<file path="src/rtl/spif_pkg.sv">
package spif_pkg;

    localparam logic [7:0] OPC_WR_EN        = 8'h06;
    localparam logic [7:0] OPC_WR_DIS       = 8'h04;
    localparam logic [7:0] OPC_STAT_RD      = 8'h05;
    localparam logic [7:0] OPC_STAT_WR      = 8'h01;
    localparam logic [7:0] OPC_RD           = 8'h03;
    localparam logic [7:0] OPC_RD_FAST      = 8'h0B;
    localparam logic [7:0] OPC_PROG         = 8'h02;
    localparam logic [7:0] OPC_ERASE_SMALL  = 8'h20;
    localparam logic [7:0] OPC_ERASE_BLK_A  = 8'hD8;
    localparam logic [7:0] OPC_ERASE_BLK_B  = 8'h52;
    localparam logic [7:0] OPC_ERASE_ALL_A  = 8'hC7;
    localparam logic [7:0] OPC_ERASE_ALL_B  = 8'h60;
    localparam logic [7:0] OPC_SLEEP        = 8'hB9;
    localparam logic [7:0] OPC_WAKE_ID      = 8'hAB;
    localparam logic [7:0] OPC_ID_PAIR      = 8'h90;
    localparam logic [7:0] OPC_ID_LONG      = 8'h9F;

    typedef enum logic [1:0] {
        KIND_STATUS    = 2'd0,
        KIND_PROG      = 2'd1,
        KIND_ERASE     = 2'd2,
        KIND_ERASE_ALL = 2'd3
    } op_kind_e;

endpackage

</file>
<file path="src/rtl/spif_sync.sv">
module spif_sync #(
    parameter int            N       = 3,
    parameter int            STAGES  = 2,
    parameter logic [N-1:0]  RST_VAL = '0
) (
    input  logic         clk,
    input  logic         rst_n,
    input  logic [N-1:0] raw_i,
    output logic [N-1:0] level_o
);

    typedef struct packed {
        logic [STAGES-1:0][N-1:0] chain;
    } sync_t;

    sync_t s_d, s_q;

    always_comb begin
        s_d = s_q;
        s_d.chain[0] = raw_i;
        for (int i = 1; i < STAGES; i++) begin
            s_d.chain[i] = s_q.chain[i-1];
        end
    end

    always_ff @(posedge clk or negedge rst_n) begin
        if (!rst_n) begin
            for (int i = 0; i < STAGES; i++) begin
                s_q.chain[i] <= RST_VAL;
            end
        end else begin
            s_q <= s_d;
        end
    end

    assign level_o = s_q.chain[STAGES-1];

endmodule

</file>
<file path="src/rtl/spif_busy.sv">
module spif_busy #(
    parameter int CYCLES = 2000,
    localparam int CW    = $clog2(CYCLES + 1)
) (
    input  logic clk,
    input  logic rst_n,
    input  logic start_i,
    output logic busy_o,
    output logic done_o
);

    typedef struct packed {
        logic [CW-1:0] cnt;
    } busy_t;

    busy_t b_d, b_q;

    always_comb begin
        b_d = b_q;
        if (start_i) begin
            b_d.cnt = CW'(CYCLES);
        end else if (b_q.cnt != '0) begin
            b_d.cnt = b_q.cnt - CW'(1);
        end
    end

    always_ff @(posedge clk or negedge rst_n) begin
        if (!rst_n) begin
            b_q <= '0;
        end else begin
            b_q <= b_d;
        end
    end

    assign busy_o = (b_q.cnt != '0);
    assign done_o = (b_q.cnt == CW'(1));

    AST_BUSY_STEP: assert property (@(posedge clk) disable iff (!rst_n)
        (b_q.cnt != '0 && !start_i) |=> (b_q.cnt == $past(b_q.cnt) - CW'(1)));

endmodule

</file>
<file path="src/rtl/spif_cmd_front.sv">
module spif_cmd_front
    import spif_pkg::*;
#(
    parameter int          MEM_AW      = 4,
    parameter int          BUSY_CYCLES = 2000,
    parameter logic [7:0]  MAN_ID      = 8'h1C,
    parameter logic [7:0]  DEV_ID      = 8'h11,
    parameter logic [15:0] LONG_ID     = 16'h3112
) (
    input  logic        clk,
    input  logic        rst_n,
    input  logic        sck_i,
    input  logic        csn_i,
    input  logic        di_i,
    output logic        do_o,
    output logic        wip_o,
    output logic        op_start_o,
    output logic [1:0]  op_kind_o,
    output logic [23:0] op_addr_o
);

    localparam int MEM_N  = 1 << MEM_AW;
    localparam int ADDR_W = 24;
    localparam int BC_W   = 3;
    localparam logic [BC_W-1:0] BC_MAX = '1;

    typedef struct packed {
        logic                      sck_prev;
        logic                      csn_prev;
        logic [2:0]                bit_cnt;
        logic [BC_W-1:0]           byte_cnt;
        logic [6:0]                in_sr;
        logic [7:0]                opc;
        logic                      drop;
        logic [ADDR_W-1:0]         addr;
        logic [ADDR_W-1:0]         cmd_addr;
        logic [7:0]                out_sr;
        logic                      do_bit;
        logic                      id_sel;
        logic [1:0]                id_phase;
        logic [5:0]                wr_hi;
        logic                      wel;
        logic                      dp;
        logic [5:0]                st_hi;
        logic [MEM_N-1:0][7:0]     mem;
        logic [MEM_N-1:0][7:0]     pbuf;
        logic                      start;
        op_kind_e                  kind;
        logic [ADDR_W-1:0]         op_addr;
    } front_t;

    front_t q, d;

    logic [2:0] lvl;
    logic       busy_w;
    logic       busy_done;

    spif_sync #(
        .N       (3),
        .STAGES  (2),
        .RST_VAL (3'b010)
    ) i_sync (
        .clk     (clk),
        .rst_n   (rst_n),
        .raw_i   ({sck_i, csn_i, di_i}),
        .level_o (lvl)
    );

    spif_busy #(
        .CYCLES  (BUSY_CYCLES)
    ) i_busy (
        .clk     (clk),
        .rst_n   (rst_n),
        .start_i (q.start),
        .busy_o  (busy_w),
        .done_o  (busy_done)
    );

    logic sck_l, csn_l, di_l;
    assign sck_l = lvl[2];
    assign csn_l = lvl[1];
    assign di_l  = lvl[0];

    always_comb begin
        logic               sck_rise, sck_fall, cs_rise;
        logic [7:0]         b;
        logic [7:0]         nxt;
        logic [7:0]         status;
        logic [ADDR_W-1:0]  addr_now;
        logic               boundary;

        d        = q;
        d.start  = 1'b0;
        d.sck_prev = sck_l;
        d.csn_prev = csn_l;

        sck_rise = sck_l & ~q.sck_prev;
        sck_fall = ~sck_l & q.sck_prev;
        cs_rise  = csn_l & ~q.csn_prev;
        b        = {q.in_sr, di_l};
        nxt      = 8'h00;
        status   = {q.st_hi, q.wel, busy_w};
        addr_now = (q.byte_cnt <= BC_W'(3)) ? {q.addr[15:0], b} : q.addr;
        boundary = (q.bit_cnt == 3'd0) && (q.byte_cnt != '0) && !q.drop;

        if (csn_l) begin
            if (cs_rise && boundary) begin
                case (q.opc)
                    OPC_WR_EN:  if (q.byte_cnt == BC_W'(1)) d.wel = 1'b1;
                    OPC_WR_DIS: if (q.byte_cnt == BC_W'(1)) d.wel = 1'b0;
                    OPC_SLEEP:  if (q.byte_cnt == BC_W'(1)) d.dp  = 1'b1;
                    OPC_WAKE_ID: d.dp = 1'b0;
                    OPC_STAT_WR: begin
                        if (q.byte_cnt == BC_W'(2) && q.wel) begin
                            d.st_hi   = q.wr_hi;
                            d.start   = 1'b1;
                            d.kind    = KIND_STATUS;
                            d.op_addr = '0;
                        end
                    end
                    OPC_PROG: begin
                        if (q.byte_cnt >= BC_W'(5) && q.wel) begin
                            for (int i = 0; i < MEM_N; i++) begin
                                d.mem[i] = q.mem[i] & q.pbuf[i];
                            end
                            d.start   = 1'b1;
                            d.kind    = KIND_PROG;
                            d.op_addr = q.cmd_addr;
                        end
                    end
                    OPC_ERASE_SMALL, OPC_ERASE_BLK_A, OPC_ERASE_BLK_B: begin
                        if (q.byte_cnt == BC_W'(4) && q.wel) begin
                            d.mem     = '1;
                            d.start   = 1'b1;
                            d.kind    = KIND_ERASE;
                            d.op_addr = q.cmd_addr;
                        end
                    end
                    OPC_ERASE_ALL_A, OPC_ERASE_ALL_B: begin
                        if (q.byte_cnt == BC_W'(1) && q.wel) begin
                            d.mem     = '1;
                            d.start   = 1'b1;
                            d.kind    = KIND_ERASE_ALL;
                            d.op_addr = '0;
                        end
                    end
                    default: ;
                endcase
            end
            d.bit_cnt  = '0;
            d.byte_cnt = '0;
            d.drop     = 1'b0;
            d.out_sr   = '0;
            d.do_bit   = 1'b0;
        end else begin
            if (sck_fall) begin
                d.do_bit = q.out_sr[7];
                d.out_sr = {q.out_sr[6:0], 1'b0};
            end
            if (sck_rise) begin
                d.bit_cnt = q.bit_cnt + 3'd1;
                d.in_sr   = b[6:0];
                if (q.bit_cnt == 3'd7) begin
                    if (q.byte_cnt != BC_MAX) begin
                        d.byte_cnt = q.byte_cnt + BC_W'(1);
                    end
                    if (q.byte_cnt == '0) begin
                        d.opc      = b;
                        d.drop     = (busy_w && b != OPC_STAT_RD) ||
                                     (q.dp && b != OPC_WAKE_ID);
                        d.pbuf     = '1;
                        d.id_phase = 2'd0;
                        if (b == OPC_STAT_RD) begin
                            nxt = status;
                        end else if (b == OPC_ID_LONG) begin
                            nxt        = MAN_ID;
                            d.id_phase = 2'd1;
                        end
                        if (d.drop) nxt = 8'h00;
                    end else begin
                        case (q.opc)
                            OPC_STAT_RD: nxt = status;
                            OPC_STAT_WR: if (q.byte_cnt == BC_W'(1)) d.wr_hi = b[7:2];
                            OPC_RD, OPC_RD_FAST, OPC_PROG,
                            OPC_ERASE_SMALL, OPC_ERASE_BLK_A, OPC_ERASE_BLK_B: begin
                                if (q.byte_cnt <= BC_W'(3)) begin
                                    d.addr     = addr_now;
                                    d.cmd_addr = addr_now;
                                end
                                if ((q.opc == OPC_RD && q.byte_cnt >= BC_W'(3)) ||
                                    (q.opc == OPC_RD_FAST && q.byte_cnt >= BC_W'(4))) begin
                                    nxt    = q.mem[addr_now[MEM_AW-1:0]];
                                    d.addr = addr_now + ADDR_W'(1);
                                end
                                if (q.opc == OPC_PROG && q.byte_cnt >= BC_W'(4)) begin
                                    d.pbuf[q.addr[MEM_AW-1:0]] = b;
                                    d.addr = q.addr + ADDR_W'(1);
                                end
                            end
                            OPC_WAKE_ID: if (q.byte_cnt >= BC_W'(3)) nxt = DEV_ID;
                            OPC_ID_PAIR: begin
                                if (q.byte_cnt == BC_W'(3)) begin
                                    d.id_sel = b[0];
                                    nxt      = b[0] ? DEV_ID : MAN_ID;
                                end else if (q.byte_cnt > BC_W'(3)) begin
                                    d.id_sel = ~q.id_sel;
                                    nxt      = q.id_sel ? MAN_ID : DEV_ID;
                                end
                            end
                            OPC_ID_LONG: begin
                                case (q.id_phase)
                                    2'd0:    nxt = MAN_ID;
                                    2'd1:    nxt = LONG_ID[15:8];
                                    default: nxt = LONG_ID[7:0];
                                endcase
                                d.id_phase = (q.id_phase == 2'd2) ? 2'd0 : q.id_phase + 2'd1;
                            end
                            default: ;
                        endcase
                        if (q.drop) nxt = 8'h00;
                    end
                    d.out_sr = nxt;
                end
            end
        end

        if (busy_done) begin
            d.wel = 1'b0;
        end
    end

    always_ff @(posedge clk or negedge rst_n) begin
        if (!rst_n) begin
            q          <= '0;
            q.csn_prev <= 1'b1;
            q.mem      <= '1;
            q.pbuf     <= '1;
        end else begin
            q <= d;
        end
    end

    assign do_o       = q.do_bit;
    assign wip_o      = busy_w;
    assign op_start_o = q.start;
    assign op_kind_o  = q.kind;
    assign op_addr_o  = q.op_addr;

    AST_START_NEEDS_WEL: assert property (@(posedge clk) disable iff (!rst_n)
        op_start_o |-> q.wel);

    AST_START_WHEN_IDLE: assert property (@(posedge clk) disable iff (!rst_n)
        op_start_o |-> !wip_o);

    AST_START_THEN_BUSY: assert property (@(posedge clk) disable iff (!rst_n)
        op_start_o |=> wip_o);

    AST_WEL_CLEARS: assert property (@(posedge clk) disable iff (!rst_n)
        (wip_o && busy_done) |=> !q.wel);

    AST_SLEEP_NO_START: assert property (@(posedge clk) disable iff (!rst_n)
        q.dp |-> !op_start_o);

    AST_DO_QUIET: assert property (@(posedge clk) disable iff (!rst_n)
        (csn_l && q.csn_prev) |=> !do_o);

endmodule

</file>
<file path="config.mk">
export PLATFORM = sky130hd
export DESIGN_NAME = spif_cmd_front
export DESIGN_NICKNAME = d
export VERILOG_FILES = /design/src/rtl/spif_pkg.sv /design/src/rtl/spif_sync.sv /design/src/rtl/spif_busy.sv /design/src/rtl/spif_cmd_front.sv
export SDC_FILE = /design/constraint.sdc
export NUM_CORES = 1
export LEC_CHECK = 0
export ABC_AREA = 1
export CAP_MARGIN = 20
export CORE_MARGIN = 1.5
export CORE_UTILIZATION = 50
export CTS_BUF_LIST = sky130_fd_sc_hd__clkbuf_2 sky130_fd_sc_hd__clkbuf_4 sky130_fd_sc_hd__clkbuf_8
export DETAILED_ROUTE_END_ITERATION = 7
export MAX_ROUTING_LAYER = met4
export PLACE_DENSITY = 0.77
export SLEW_MARGIN = 20
export SYNTH_ARGS = -nofsm -noshare
export SYNTH_HDL_FRONTEND = slang
export SYNTH_SLANG_ARGS = --single-unit
</file>
<file path="constraint.sdc">
create_clock -name clk -period 3.4 [get_ports clk]
set_input_delay 0.68 -clock clk [delete_from_list [all_inputs] [get_ports clk]]
set_output_delay 0.68 -clock clk [all_outputs]
set_load 0.1 [all_outputs]
</file>
==> impl_summary.txt <==
----------------------------------------------------
[Clock network]
  Maximum number of buffers from clock root to sink ... 3
  Post-cts resize count ... 0
  Cts bufs inserted ... 67
  Hold buffers post-CTS ... 0
  H-tree level count ... 3
  CTS sink count ... 390
  Latest clock arrival within the worst-skew pair ... 0.64 ns
  TritonCTS clock tree ... built
  Post-CTS Setup Bufs ... 0
  Root buffer selected by CTS ... sky130_fd_sc_hd__clkbuf_8
  Clock-pin slew reported for the worst setup and hold paths after clock tree synthesis ... 0.06 ns

[STA]
  Fin worst setup slack ... 0.364 ns
  Worst-Margin Slew ... 1.01 ns
  Min Clock Period, post-route ... 3.04 ns
  Slew Limit Headroom ... 0.322
  Final hold vios ... 0
  Pins over their slew limit ... 0
  Ratio of final minimum period to clock period ... 0.893
  Worst setup skew after layout ... 0.0317 ns
  Setup TNS ... 0 ns
  Achievable Freq ... 329 MHz
  Number of setup violations in the final report ... 0
  Setup repair after global routing missed its margin ... false

[Critical path]
  Largest delay share family, worst path ... simple AND/OR/NAND/NOR gates
  FF-to-FF End ... q[301]$_DFF_PN0_
  WP buf/inv ... 3
  Cell type of the slowest stage on the worst timing path ... sky130_fd_sc_hd__dfrtp_1
  Arrival time of data at the critical path endpoint ... 3.57 ns
  Most prevalent standard cell on the critical path ... sky130_fd_sc_hd__nand2_1
  Kind of start point of the critical path ... flop
  R2R setup slack ... 0.36 ns
  Critical-path cell list ... inv_8, ha_1, inv_1, nand2_4, nand2_1, nand2_2, buf_12, nand2_1, nand3_1, nand3_1, nand3_1, nand3_1, nand2_1, nand2_1, nand2_1, nand2_1, a21oi_1
  Slowest stage delay, CP ... 0.53 ns
  Capturing element type of the critical path ... flop
  Crit Reg-Reg Startpoint ... q[375]$_DFFE_PN0P_
  Critical path depth ... 17
  Data required time of the worst path ... 3.94 ns
  Worst Reg2Reg Path Length in Cells ... 17
  Critical path type ... flop to flop
  Largest fanout of any net on the critical path ... 40

[Die]
  Core outline area ... 36700 um^2
  Die ar. ... 38500 um^2
  Chip Width ... 196 um
  Starting density of the core ... 0.508
  Cell row count ... 70
  Die boundary height ... 196 um
  I/O pin total ... 34

[Cells and area]
  ANT cells ... 0
  Multi-input gate area in the final layout ... 7280 um^2
  Most frequent standard cell in the layout excluding fill and tap cells ... sky130_fd_sc_hd__nand2_1
  Post-synthesis to final-layout area growth ... 10.6%
  Sequential cell area ... 10100 um^2
  Number of nets in the layout ... 2155
  Top library cells by usage in the layout, fill and taps aside ... 550 x sky130_fd_sc_hd__nand2_1, 259 x sky130_fd_sc_hd__dfstp_2, 192 x sky130_fd_sc_hd__o21ai_0
  Final design utilization ... 0.562
  Fraction of final layout cells sized beyond drive strength 1 ... 0.247
  Fill cell instance count of the final layout ... 3215

[Yosys]
  Synth warnings ... 0
  Cells after synthesis ... 2130
  Mean cell area of the mapped netlist ... 8.75 um^2
  Count of state elements after synthesis ... 390
  Area contributors post-synth ... sky130_fd_sc_hd__dfstp_2 36%, sky130_fd_sc_hd__dfrtp_1 18%, sky130_fd_sc_hd__nand2_1 11%
  Number of enable flip-flop cells after synthesis ... 0
  Net count of the mapped netlist ... 2151
  Sequential-to-total area share from yosys stat ... 0.541
  Share of synthesized flip-flops with an asynchronous set or reset ... 1.00
  Post-synthesis cell type count ... 59
  Proportion of netlist area held by the largest area contributor ... 0.365
  Area leader, netlist ... sky130_fd_sc_hd__dfstp_2
  Most used flip-flop cell after synthesis ... sky130_fd_sc_hd__dfstp_2
  Post-synthesis instance area ... 18600 um^2

[Flow run]
  Number of max-capacitance violations reported ... 0

[Global route]
  First-pass GRT wire length ... 77700 um
  Maximum number of pins on one net before global-route repair ... 80
  Global-route usage over all layers ... 0.263
  Total congestion overflow ... 0
  Initial antenna violation count ... 0
  Vias in the first global route ... 14.7k

[Pwr]
  Relative contribution of sequential cells to total power ... 0.486
  Clk pwr share ... 0.450
  Part of the power in combinational logic ... 0.064
  Switching share of total power ... 0.248
  Static Leak ... 9.27 nW
  Net Switching ... 0.00242 W
  Pwr Density ... 474 nW/um^2
  Worst supply voltage drop on vdd ... 0.261 mV
  Total design power ... 0.00977 W
  Pint ... 0.00735 W

[Placement]
  Sum of net half-perimeters after detailed placement ... 30900 um
  Gp weighted congestion ... 0.939
  Port Buffers ... 33
  Placement Setup Slack ... 0.406 ns

[Routing]
  Iteration-0 DRC count of the detailed router ... 1360
  Total routed wire length on the met1 layer ... 20500 um
  Residual DRC count ... 0
  Total Routed Length ... 47300 um
  Post-route antenna net violation count ... 0
  Top routing layer used ... met4
  Met3 wire length ... 2990 um
  Routed vias ... 14.9k
  Number of iterations in the first detailed-routing pass ... 7
  Per-cell routed wire length ... 17.9 um
  Met2 Routed Length ... 22000 um
  Via-per-instance ratio ... 5.61

[Worst hold path]
  Min-delay worst type ... primary input to asynchronous set/reset pin

[Outcome]
  Status ... finished, final reports clean

----------------------------------------------------
## cells in the mapped netlist, drive strengths merged (2+ instances only)
cell type and count:
a22oi 6, inv 120, a31oi 9, a211oi 5, a21oi 145, or2 5, o32ai 2, nor3 24
o31ai 15, nor2 178, o21a 35, nor4 6, nand4 9, mux2 6, buf 84, nand3 169
o22ai 5, o21ai 255, ha 16, clkinv 7, nand2 562, xnor2 3, dfrtp 131, clkbuf 60
dfstp 259, nor3b 2, o211ai 7
## sequential cells by signal (all words and copies together), names as in the netlist
register	flops
i_sync.s_d	3
op_addr_o	24
do_o	1
i_sync.level_o	3
op_start_o	1
q	345
i_busy.b_q	11
op_kind_o	2
## worst reg2reg max path, stage by stage (launching register included)
cell and delay, ns:
sky130_fd_sc_hd__dfrtp_1 0.53, sky130_fd_sc_hd__inv_8 0.16, sky130_fd_sc_hd__ha_1 0.18, sky130_fd_sc_hd__inv_1 0.12, sky130_fd_sc_hd__nand2_4 0.18, sky130_fd_sc_hd__nand2_1 0.12
sky130_fd_sc_hd__nand2_2 0.37, sky130_fd_sc_hd__buf_12 0.28, sky130_fd_sc_hd__nand2_1 0.09, sky130_fd_sc_hd__nand3_1 0.10, sky130_fd_sc_hd__nand3_1 0.07, sky130_fd_sc_hd__nand3_1 0.16
sky130_fd_sc_hd__nand3_1 0.15, sky130_fd_sc_hd__nand2_1 0.11, sky130_fd_sc_hd__nand2_1 0.05, sky130_fd_sc_hd__nand2_1 0.06, sky130_fd_sc_hd__nand2_1 0.07, sky130_fd_sc_hd__a21oi_1 0.14
## kinds of logic after synthesis
group	share of synthesized area
XOR/XNOR	0.00188
AO/OA/AOI/OAI	0.155
buffers and inverters	0.0701
AND/OR/NAND/NOR	0.218
flip-flops	0.541
adder cells (fa/ha/maj)	0.0107
multiplexers	0.00362
## per-stage QoR
| stage | instances | hold slack [ns] | instance area [um^2] |
|---|---|---|---|
| 2_1_floorplan | 2130 | 0.331 | 18600 |
| 3_3_place_gp | 2533 | 0.335 | 19200 |
| 4_1_cts | 2647 | 0.0705 | 20600 |
| 6_report | 2647 | 0.0745 | 20600 |
| 5_1_grt | 2647 | 0.108 | 20600 |
| 3_5_place_dp | 2533 | 0.338 | 19200 |
## power groups by stage
stage	clock network, W	logic, W	registers (W)
floorplan	0	0.000357	0.00478
global placement	0	0.000615	0.00482
global route	0.00469	0.000693	0.00475
finish	0.00439	0.000627	0.00475
CTS	0.00449	0.000627	0.00475
detailed placement	0	0.000623	0.00482
## layout make-up
cell class                 count  area share
clock buffer                 106      0.0644
clock inverter                 8     0.00358
inverter                     127      0.0241
multi-input combinational   1469       0.353
sequential                   390       0.489
tap                          468      0.0284
timing repair buffer          79      0.0375
## metal layers
layer  GRT usage  vias to the layer above
met1       0.342                     7176
li1            -                     7030
met5           -                        -
met4       0.114                        0
met3      0.0464                      130
met2       0.406                      515
## worst max-delay path by stage
stage | startpoint | end
final | q[375]$_DFFE_PN0P_ | q[301]$_DFF_PN0_
after global routing | q[375]$_DFFE_PN0P_ | q[301]$_DFF_PN0_
after CTS | q[375]$_DFFE_PN0P_ | q[301]$_DFF_PN0_
after detailed placement | q[375]$_DFFE_PN0P_ | q[301]$_DFF_PN0_
after global placement | q[375]$_DFFE_PN0P_ | q[301]$_DFF_PN0_
after floorplan | i_busy.b_q[0]$_DFFE_PN0P_ | i_busy.b_q[9]$_DFFE_PN0P_
No activity file was read; power rests on OpenSTA's default activity.
